File: src/rtl/bsr_pkg.sv
package bsr_pkg;
  typedef struct packed {
    logic cap;
    logic shift;
    logic upd;
  } bsr_ctl_t;

  function automatic int chain_len(input int nb, input int ni, input int no);
    return 3 + 3 * nb + ni + no;
  endfunction
endpackage

File: src/rtl/bsr_cell.sv
module bsr_cell
  import bsr_pkg::*;
(
  input  logic     tck_i,
  input  logic     rst_ni,
  input  bsr_ctl_t ctl_i,
  input  logic     cap_i,
  input  logic     si_i,
  output logic     so_o,
  output logic     upd_o
);
  always_ff @(posedge tck_i or negedge rst_ni) begin
    if (!rst_ni)         so_o <= 1'b0;
    else if (ctl_i.cap)   so_o <= cap_i;
    else if (ctl_i.shift) so_o <= si_i;
  end

  always_ff @(posedge tck_i or negedge rst_ni) begin
    if (!rst_ni)        upd_o <= 1'b0;
    else if (ctl_i.upd) upd_o <= so_o;
  end


  upd_hold_chk: assert property (@(posedge tck_i) disable iff (!rst_ni)
    !ctl_i.upd |=> $stable(upd_o));
endmodule

File: src/rtl/bsr_pad_mux.sv
module bsr_pad_mux #(
  parameter int W = 1
) (
  input  logic         extest_i,
  input  logic [W-1:0] core_i,
  input  logic [W-1:0] upd_i,
  output logic [W-1:0] pad_o
);
  always_comb pad_o = extest_i ? upd_i : core_i;
endmodule

File: src/rtl/bsr_chain.sv
module bsr_chain
  import bsr_pkg::*;
#(
  parameter int NUM_BIDI = 4,
  parameter int NUM_IN   = 2,
  parameter int NUM_OUT  = 2
) (
  input  logic                tck_i,
  input  logic                rst_ni,
  input  logic                capture_dr_i,
  input  logic                shift_dr_i,
  input  logic                update_dr_i,
  input  logic                extest_i,
  input  logic                tdi_i,
  output logic                tdo_o,
  input  logic                tout_oe_i,
  input  logic                tout_d_i,
  output logic                tout_oe_o,
  output logic                tout_d_o,
  input  logic [NUM_BIDI-1:0] pad_in_i,
  input  logic [NUM_BIDI-1:0] core_out_i,
  input  logic [NUM_BIDI-1:0] core_oe_i,
  output logic [NUM_BIDI-1:0] pad_out_o,
  output logic [NUM_BIDI-1:0] pad_oe_o,
  input  logic [NUM_IN-1:0]   in_only_i,
  input  logic [NUM_OUT-1:0]  core_only_i,
  output logic [NUM_OUT-1:0]  pad_only_o,
  output logic                upd_mark_o
);
  localparam int L        = chain_len(NUM_BIDI, NUM_IN, NUM_OUT);
  localparam int PAD_BASE = 2;
  localparam int IN_BASE  = PAD_BASE + 3 * NUM_BIDI;
  localparam int OUT_BASE = IN_BASE + NUM_IN;

  bsr_ctl_t ctl;
  logic [L-1:0] cap_vec, so_vec, upd_vec;
  logic [NUM_BIDI-1:0] upd_out, upd_oe, upd_unused_in;
  logic [NUM_OUT-1:0]  upd_only;
  logic [NUM_IN-1:0]   upd_unused_ionly;
  logic                unused_upd;

  assign ctl = '{cap: capture_dr_i, shift: shift_dr_i, upd: update_dr_i};

  always_comb begin
    cap_vec    = '0;
    cap_vec[0] = tout_oe_i;
    cap_vec[1] = tout_d_i;
    for (int p = 0; p < NUM_BIDI; p++) begin
      cap_vec[PAD_BASE + 3*p]     = pad_in_i[p];
      cap_vec[PAD_BASE + 3*p + 1] = pad_out_o[p];
      cap_vec[PAD_BASE + 3*p + 2] = pad_oe_o[p];
    end
    for (int k = 0; k < NUM_IN; k++)  cap_vec[IN_BASE + k]  = in_only_i[k];
    for (int k = 0; k < NUM_OUT; k++) cap_vec[OUT_BASE + k] = pad_only_o[k];
    cap_vec[L-1] = 1'b1;
  end

  for (genvar i = 0; i < L; i++) begin : g_cell
    logic si;
    if (i == L - 1) begin : g_head
      assign si = tdi_i;
    end else begin : g_link
      assign si = so_vec[i+1];
    end
    bsr_cell u_cell (
      .tck_i (tck_i),
      .rst_ni(rst_ni),
      .ctl_i (ctl),
      .cap_i (cap_vec[i]),
      .si_i  (si),
      .so_o  (so_vec[i]),
      .upd_o (upd_vec[i])
    );
  end

  for (genvar p = 0; p < NUM_BIDI; p++) begin : g_pad
    assign upd_unused_in[p] = upd_vec[PAD_BASE + 3*p];
    assign upd_out[p]       = upd_vec[PAD_BASE + 3*p + 1];
    assign upd_oe[p]        = upd_vec[PAD_BASE + 3*p + 2];
  end
  for (genvar k = 0; k < NUM_IN; k++) begin : g_in
    assign upd_unused_ionly[k] = upd_vec[IN_BASE + k];
  end
  for (genvar k = 0; k < NUM_OUT; k++) begin : g_out
    assign upd_only[k] = upd_vec[OUT_BASE + k];
  end
  assign unused_upd = ^{upd_unused_in, upd_unused_ionly};

  bsr_pad_mux #(.W(NUM_BIDI)) u_out_mux (
    .extest_i(extest_i), .core_i(core_out_i), .upd_i(upd_out), .pad_o(pad_out_o));
  bsr_pad_mux #(.W(NUM_BIDI)) u_oe_mux (
    .extest_i(extest_i), .core_i(core_oe_i), .upd_i(upd_oe), .pad_o(pad_oe_o));
  bsr_pad_mux #(.W(NUM_OUT)) u_only_mux (
    .extest_i(extest_i), .core_i(core_only_i), .upd_i(upd_only), .pad_o(pad_only_o));

  assign tdo_o      = so_vec[0];
  assign tout_oe_o  = upd_vec[0];
  assign tout_d_o   = upd_vec[1];
  assign upd_mark_o = upd_vec[L-1];


  shift_step_chk: assert property (@(posedge tck_i) disable iff (!rst_ni)
    (shift_dr_i && !capture_dr_i) |=> tdo_o == $past(so_vec[1]));


  marker_cap_chk: assert property (@(posedge tck_i) disable iff (!rst_ni)
    capture_dr_i |=> so_vec[L-1]);


  core_oe_pass_chk: assert property (@(posedge tck_i) disable iff (!rst_ni)
    !extest_i |-> pad_oe_o == core_oe_i);


  upd_load_chk: assert property (@(posedge tck_i) disable iff (!rst_ni)
    update_dr_i |=> upd_mark_o == $past(so_vec[L-1]));
endmodule

File: config.mk
export PLATFORM = sky130hd
export DESIGN_NAME = bsr_chain
export DESIGN_NICKNAME = d
export VERILOG_FILES = /design/src/rtl/bsr_pkg.sv /design/src/rtl/bsr_cell.sv /design/src/rtl/bsr_pad_mux.sv /design/src/rtl/bsr_chain.sv
export SDC_FILE = /design/constraint.sdc
export NUM_CORES = 1
export LEC_CHECK = 0
export BUFFER_PORTS_ARGS = -buffer_cell sky130_fd_sc_hd__buf_2
export CAP_MARGIN = 0
export CORE_UTILIZATION = 51
export CTS_BUF_LIST = sky130_fd_sc_hd__clkbuf_8
export DETAILED_ROUTE_END_ITERATION = 10
export GPL_ROUTABILITY_DRIVEN = 0
export PLACE_DENSITY_LB_ADDON = 0.12
export SLEW_MARGIN = 20
export SYNTH_ARGS = -nofsm -noshare
export SYNTH_HDL_FRONTEND = slang
export SYNTH_HIERARCHICAL = 1
export SYNTH_SLANG_ARGS = --single-unit
File: constraint.sdc
create_clock -name tck_i -period 1.9 [get_ports tck_i]
set_input_delay 0.285 -clock tck_i [delete_from_list [all_inputs] [get_ports tck_i]]
set_output_delay 0.285 -clock tck_i [all_outputs]
set_load 0.02 [all_outputs]
Word-level counts from Yosys, hierarchy flattened
Index checks and enable logic that the tools add are counted.
- flip-flop bits (word level): 32
- input bits: 25
- logic and storage cells: 74
- multiplexer cells: 41
- reductions and logical operators: 1
- operator list (cell ; count):
    1-bit 2-to-1 mux ; 38
    4-bit 2-to-1 mux ; 2
    2-bit 2-to-1 mux ; 1
    2-bit nonzero test ; 1

Longest topological paths before layout
Gate-level depths: netlist (run 1).
- depth after elaboration: 2
- depth in mapped cells: 3

Cells and area by module
The synthesis (run 1) kept the hierarchy.
- modules (own cells, without submodules) (module ; instances ; cells an instance ; area each (µm²) ; seq. area each (µm²)):
    bsr_cell ; 19 ; 6 ; 83.8 ; 50.0
    bsr_pad_mux at u_oe_mux ... ; 2 ; 4 ; 45.0 ; 0.0
    bsr_pad_mux at u_only_mux ; 1 ; 2 ; 22.5 ; 0.0
    bsr_chain ; 1 ; 1 ; 3.8 ; 0.0

Worst setup path after synthesis (run 1)
OpenSTA, ideal clock, no wires.
- path type: register to output
- start: register g_cell[4].u_cell.upd_o
- end: output pad_oe_o[0]
- arrival: 0.669 ns
- required time: 1.615 ns
- path slack: 0.946 ns
- cell stages (with the launch flop): 2
- path buffers: 0
- cells stage by stage: dfrtp_1 mux2_2
- longest elaborated chain between the ends: 1
- ends and longest elaborated chain (element ; line ; source):
    start: declaration ; bsr_cell.sv:10 ; output logic upd_o
    start signal: assignment ; bsr_cell.sv:20 ; else if (ctl_i.upd) upd_o <= so_o;
    4-bit 2-to-1 mux ; bsr_pad_mux.sv:9 ; always_comb pad_o = extest_i ? upd_i : core_i;
    end: declaration ; bsr_chain.sv:24 ; output logic [NUM_BIDI-1:0] pad_oe_o,
No other way between the ends.

Final worst setup path (run 1)
- start: register g_cell[7].u_cell.upd_o
- end: output pad_oe_o[1]
- longest elaborated chain between the ends: 1
- ends and longest elaborated chain (element ; line):
    start: declaration ; bsr_cell.sv:10
    start signal: assignment ; bsr_cell.sv:20
    4-bit 2-to-1 mux ; bsr_pad_mux.sv:9
No other way between the ends.

==> results of run 1 <==
==> flip-flops by register name (all words and copies together), names as in the netlist <==
name,count
g_cell.u_cell/upd_o,13
g_cell.u_cell/so_o,19
==> power groups by stage <==
stage	sequential [mW]	clock [mW]	combinational [mW]
2_1_floorplan	0.863	0	0.246
3_3_place_gp	0.863	0	0.378
3_5_place_dp	0.868	0	0.390
4_1_cts	0.858	0.456	0.393
5_1_grt	0.868	0.490	0.422
6_report	0.857	0.444	0.388
==> worst paths after layout <==
| kind | start | end | slack (ns) |
|---|---|---|---|
| hold / removal | rst_ni | g_cell[7].u_cell/upd_o | 0.05 |
| hold reg to reg | g_cell[0].u_cell/upd_o | g_cell[0].u_cell/upd_o | 0.51 |
| setup / recovery | g_cell[7].u_cell/upd_o | pad_oe_o[1] | 0.52 |
| setup reg to reg | g_cell[6].u_cell/upd_o | g_cell[6].u_cell/so_o | 0.95 |
| max in group asynchronous | rst_ni | g_cell[13].u_cell/upd_o | 1.40 |
| min in group tck_i | pad_in_i[3] | g_cell[11].u_cell/so_o | 0.22 |
==> layout make-up <==
| class | count | area share |
|---|---|---|
| multi-input combinational | 81 | 0.378 |
| clock buffer | 5 | 0.0390 |
| sequential | 32 | 0.453 |
| tap | 31 | 0.0220 |
| timing repair buffer | 38 | 0.108 |
==> stage by stage <==
stage               hold slack (ns)   util
floorplan                   -0.0106      -
global placement              0.371  0.621
detailed placement            0.369  0.621
CTS                          0.0763  0.646
global route                  0.112  0.646
finish                       0.0544  0.646
==> placed cells by master (no fill, tap or decap), drive strengths merged <==
cell,n
o21ai,19
mux2,23
nand2,19
clkbuf,5
buf,38
dfrtp,32
conb,1
mux2i,19
==> layer usage <==
metal	global-route usage	share of wire
met1	0.233	0.43
met2	0.324	0.51
met3	0.0581	0.047
met4	0.0964	0.015
met5	0	0
==> critical path: cells and delay by family (launching register included) <==
family,cells,cell delay [ns]
flops,1,0.38
mux,1,0.28
buf+inv,1,0.16
==> impl_metrics.json, run 1 <==
{
  "status": "finished clean",
  "netSwitchingFraction": 0.276,
  "leakage_nw": 0.910,
  "grt_pass1_vias": 1010,
  "grt_pass1_wl_mm": 4.53,
  "stdcell_count": 187,
  "startpoint_type": "flip-flop",
  "syn_area_mm2": 0.00147,
  "endpoint_kind": "output pin",
  "die_w_um": 55.7,
  "drt-pass1-iter-count": 4,
  "die_h_um": 55.7,
  "core_region_area_mm2": 0.00273,
  "dp_hpwl_mm": 1.82,
  "port_buffers": 38,
  "period_minus_slack_ns": 1.38,
  "rows": 19,
  "wire_per_inst_um": 14.4,
  "antenna_found_initial": 0,
  "grt-ovfl-total": 0,
  "worstSetupPathType": "flip-flop to output pin",
  "combPwrFrac": 0.230,
  "crit_chain": "mux2_2, buf_2",
  "finalSetupTns_ns": 0,
  "drc": 0,
  "clk_pin_slew_ns": 0.06,
  "layout-drive-gt1-share": 0.423,
  "reg2reg_depth": 3,
  "ant_nets": 0,
  "grt_use_total": 0.196,
  "dp_cells": 182,
  "irDropWorstVdd_uv": 740,
  "min_path_type": "primary input to asynchronous set/reset pin",
  "crit_arrival_ns": 1.10,
  "drtIter0Drc": 31,
  "tightest_slew_ns": 0.692,
  "timing.slew.headroom": 0.539,
  "cts_tree": "yes",
  "cpPeakStageDelay_ns": 0.38,
  "clockRootBuffer": "clkbuf_8",
  "fin_skew_ns": 0.00224,
  "critical-path-slowest-cell": "dfrtp_1",
  "vias_per_cell": 5.42,
  "clk_latency_ns": 0.27,
  "p_sw_uw": 466,
  "power.total_mw": 1.69,
  "areaGrowthSynthToFinish_pct": 20.3,
  "dieArea_mm2": 0.00310,
  "wl_mm": 2.70,
  "drv_cap": 0,
  "final_hold_viol_count": 0,
  "final_max_slew_viol_count": 0,
  "setup_viol": 0,
  "ctsHoldBuffers": 0,
  "start_util": 0.537,
  "placed_area_mm2": 0.00170,
  "cp_data_required_time_ns": 1.62,
  "fmax_mhz": 723,
  "yosysWarnings": 6,
  "seqPwrFrac": 0.507,
  "h-tree-depth": 2,
  "cts_setup_buffers": 0,
  "place_ws_ns": 0.547,
  "syn_area_per_cell_um2": 13.0,
  "ios": 39,
  "clkPwrFrac": 0.263,
  "multiInputGateArea_um2": 668,
  "nets": 183,
  "cts_made_buffers": 5,
  "power_density_mw_per_mm2": 956,
  "fin_area_mm2": 0.00177,
  "finalCritPeriodShare": 0.728,
  "fillers": 230,
  "final.setup.worst_slack_ns": 0.517,
  "syn-instance-count": 113,
  "p_int_mw": 1.22,
  "worstPathMaxFanout": 2,
  "clockBufferDepth": 2,
  "diodes": 0,
  "seq_area_um2": 801,
  "grt_max_degree": 39,
  "cts_num_sinks": 32,
  "syn_nets": 138,
  "via_count": 1014,
  "rsz0062_at_grt": "no",
  "cts_resized": 0
}
Note: power is estimated with default switching activity, not from simulation.
==> run 2, diff against run 1 <==
--- a/config.mk
+++ b/config.mk
@@ -7,7 +7,7 @@
 export LEC_CHECK = 0
 export BUFFER_PORTS_ARGS = -buffer_cell sky130_fd_sc_hd__buf_2
 export CAP_MARGIN = 0
-export CORE_UTILIZATION = 51
+export CORE_UTILIZATION = 50
 export CTS_BUF_LIST = sky130_fd_sc_hd__clkbuf_8
 export DETAILED_ROUTE_END_ITERATION = 10
 export GPL_ROUTABILITY_DRIVEN = 0
==> constraint.sdc (replaced) <==
create_clock -name tck_i -period 1.12 [get_ports tck_i]
set_input_delay 0.168 -clock tck_i [delete_from_list [all_inputs] [get_ports tck_i]]
set_output_delay 0.168 -clock tck_i [all_outputs]
set_load 0.02 [all_outputs]
==> impl_metrics.json, run 2 (synthesis results as in run 1) <==
{
  "crit_arrival_ns": 1.08,
  "irDropWorstVdd_uv": 1320,
  "placed_area_mm2": 0.00177,
  "clk_latency_ns": 0.27,
  "place_ws_ns": -0.0218,
  "core_region_area_mm2": 0.00278,
  "grt-ovfl-total": 0,
  "final_common_cell": "dfrtp_1",
  "ios": 39,
  "final_max_slew_viol_count": 0,
  "power_density_mw_per_mm2": 1590,
  "cts_tree": "yes",
  "areaGrowthSynthToFinish_pct": 42.6,
  "worstSetupPathType": "flip-flop to output pin",
  "top_regs": "g_cell.u_cell/so_o: 19 flops, g_cell.u_cell/upd_o: 13 flops",
  "wire_per_inst_um": 15.0,
  "vias_per_cell": 5.29,
  "cts_made_buffers": 5,
  "die_h_um": 56.2,
  "cp_data_required_time_ns": 0.95,
  "antenna_found_initial": 0,
  "clockBufferDepth": 2,
  "grt_pass1_wl_mm": 4.97,
  "final_hold_viol_count": 0,
  "worstPathMaxFanout": 2,
  "dp_cells": 186,
  "grt_use_total": 0.211,
  "finalSetupTns_ns": -1.15,
  "drc": 0,
  "grt_pass1_vias": 1064,
  "dieArea_mm2": 0.00316,
  "clk_pin_slew_ns": 0.07,
  "drv_cap": 0,
  "status": "finished with violations",
  "rsz0062_at_grt": "yes",
  "fin_skew_ns": 0.00631,
  "largest_reg_flops": 19,
  "startpoint_type": "flip-flop",
  "layout-drive-gt1-share": 0.503,
  "rows": 19,
  "finalCritPeriodShare": 1.11,
  "min_path_type": "primary input to flip-flop",
  "final.setup.worst_slack_ns": -0.128,
  "drtIter0Drc": 14,
  "grt_max_degree": 39,
  "via_count": 1111,
  "port_buffers": 38,
  "ant_nets": 0,
  "cts_num_sinks": 32,
  "clockRootBuffer": "clkbuf_8",
  "regMostFlops": "g_cell.u_cell/so_o",
  "diodes": 0,
  "final_cell_mix": "dfrtp_1 (32), buf_2 (28), mux2_4 (23)",
  "stdcell_count": 210,
  "period_minus_slack_ns": 1.25,
  "wl_mm": 3.14,
  "endpoint_kind": "output pin",
  "h-tree-depth": 2,
  "fmax_mhz": 801,
  "whs_ns": 0.104,
  "dp_hpwl_mm": 1.76,
  "start_util": 0.528,
  "die_w_um": 56.2,
  "violations": "negative setup slack",
  "leakage_nw": 1.10,
  "nets": 203,
  "fin_area_mm2": 0.00209,
  "drt-pass1-iter-count": 4,
  "setup_viol": 10
}
-- run 2: path summary, 6_finish.rpt --
path                       slack [ns]               startpoint                       to  depth (start not counted)
max                             -0.13  g_cell[17].u_cell/upd_o            pad_only_o[1]                          2
min                              0.10                 tout_d_i    g_cell[1].u_cell/so_o                          3
max reg2reg                      0.02  g_cell[16].u_cell/upd_o   g_cell[16].u_cell/so_o                          5
min reg2reg                      0.52   g_cell[1].u_cell/upd_o   g_cell[1].u_cell/upd_o                          1
max in group asynchronous        0.38                   rst_ni  g_cell[16].u_cell/upd_o                          3
min in group asynchronous        0.44                   rst_ni    g_cell[6].u_cell/so_o                          3
-- run 2: critical path: stages, from the launching register on --
cell and delay (ns):
dfrtp_1 0.39, mux2_4 0.28, buf_6 0.13
-- run 2: final cells by class --
| cell class | count | area (um2) |
|---|---|---|
| clock buffers | 6 | 82.6 |
| well taps | 31 | 38.8 |
| clock inverters | 2 | 10.0 |
| repair buffers | 58 | 450 |
| fillers | 183 | 687 |
| flip-flops and latches | 32 | 801 |
| multi-input cells | 81 | 712 |
-- run 2: power by group --
| part | switching [mW] | total, mW | internal, mW | leakage [nW] |
|---|---|---|---|---|
| clock | 0.399 | 0.889 | 0.489 | 0.0510 |
| sequential | 0.122 | 1.46 | 1.34 | 0.394 |
| combinational | 0.389 | 0.972 | 0.583 | 0.655 |
| total | 0.911 | 3.32 | 2.41 | 1.10 |
-- run 2: per-stage QoR --
| step | util | power (mW) |
|---|---|---|
| after floorplan | - | 1.88 |
| after global placement | 0.635 | 2.14 |
| after detailed placement | 0.635 | 2.16 |
| after CTS | 0.728 | 3.26 |
| after global routing | 0.753 | 3.50 |
| final | 0.753 | 3.32 |
-- run 2: layer usage --
metal  wire [um]  GRT usage
met5           0          0
met4          15     0.0732
met3          93     0.0651
met2        1620      0.354
met1        1410      0.258
-- run 2: repair_timing --
item | in CTS | in global routing
buffers inserted | 9 | 6
endpoints found under the hold margin | 32 | 0
hold buffers | 1 | 0
endpoints found under the setup margin | 10 | 10
resized for setup | 27 | 7
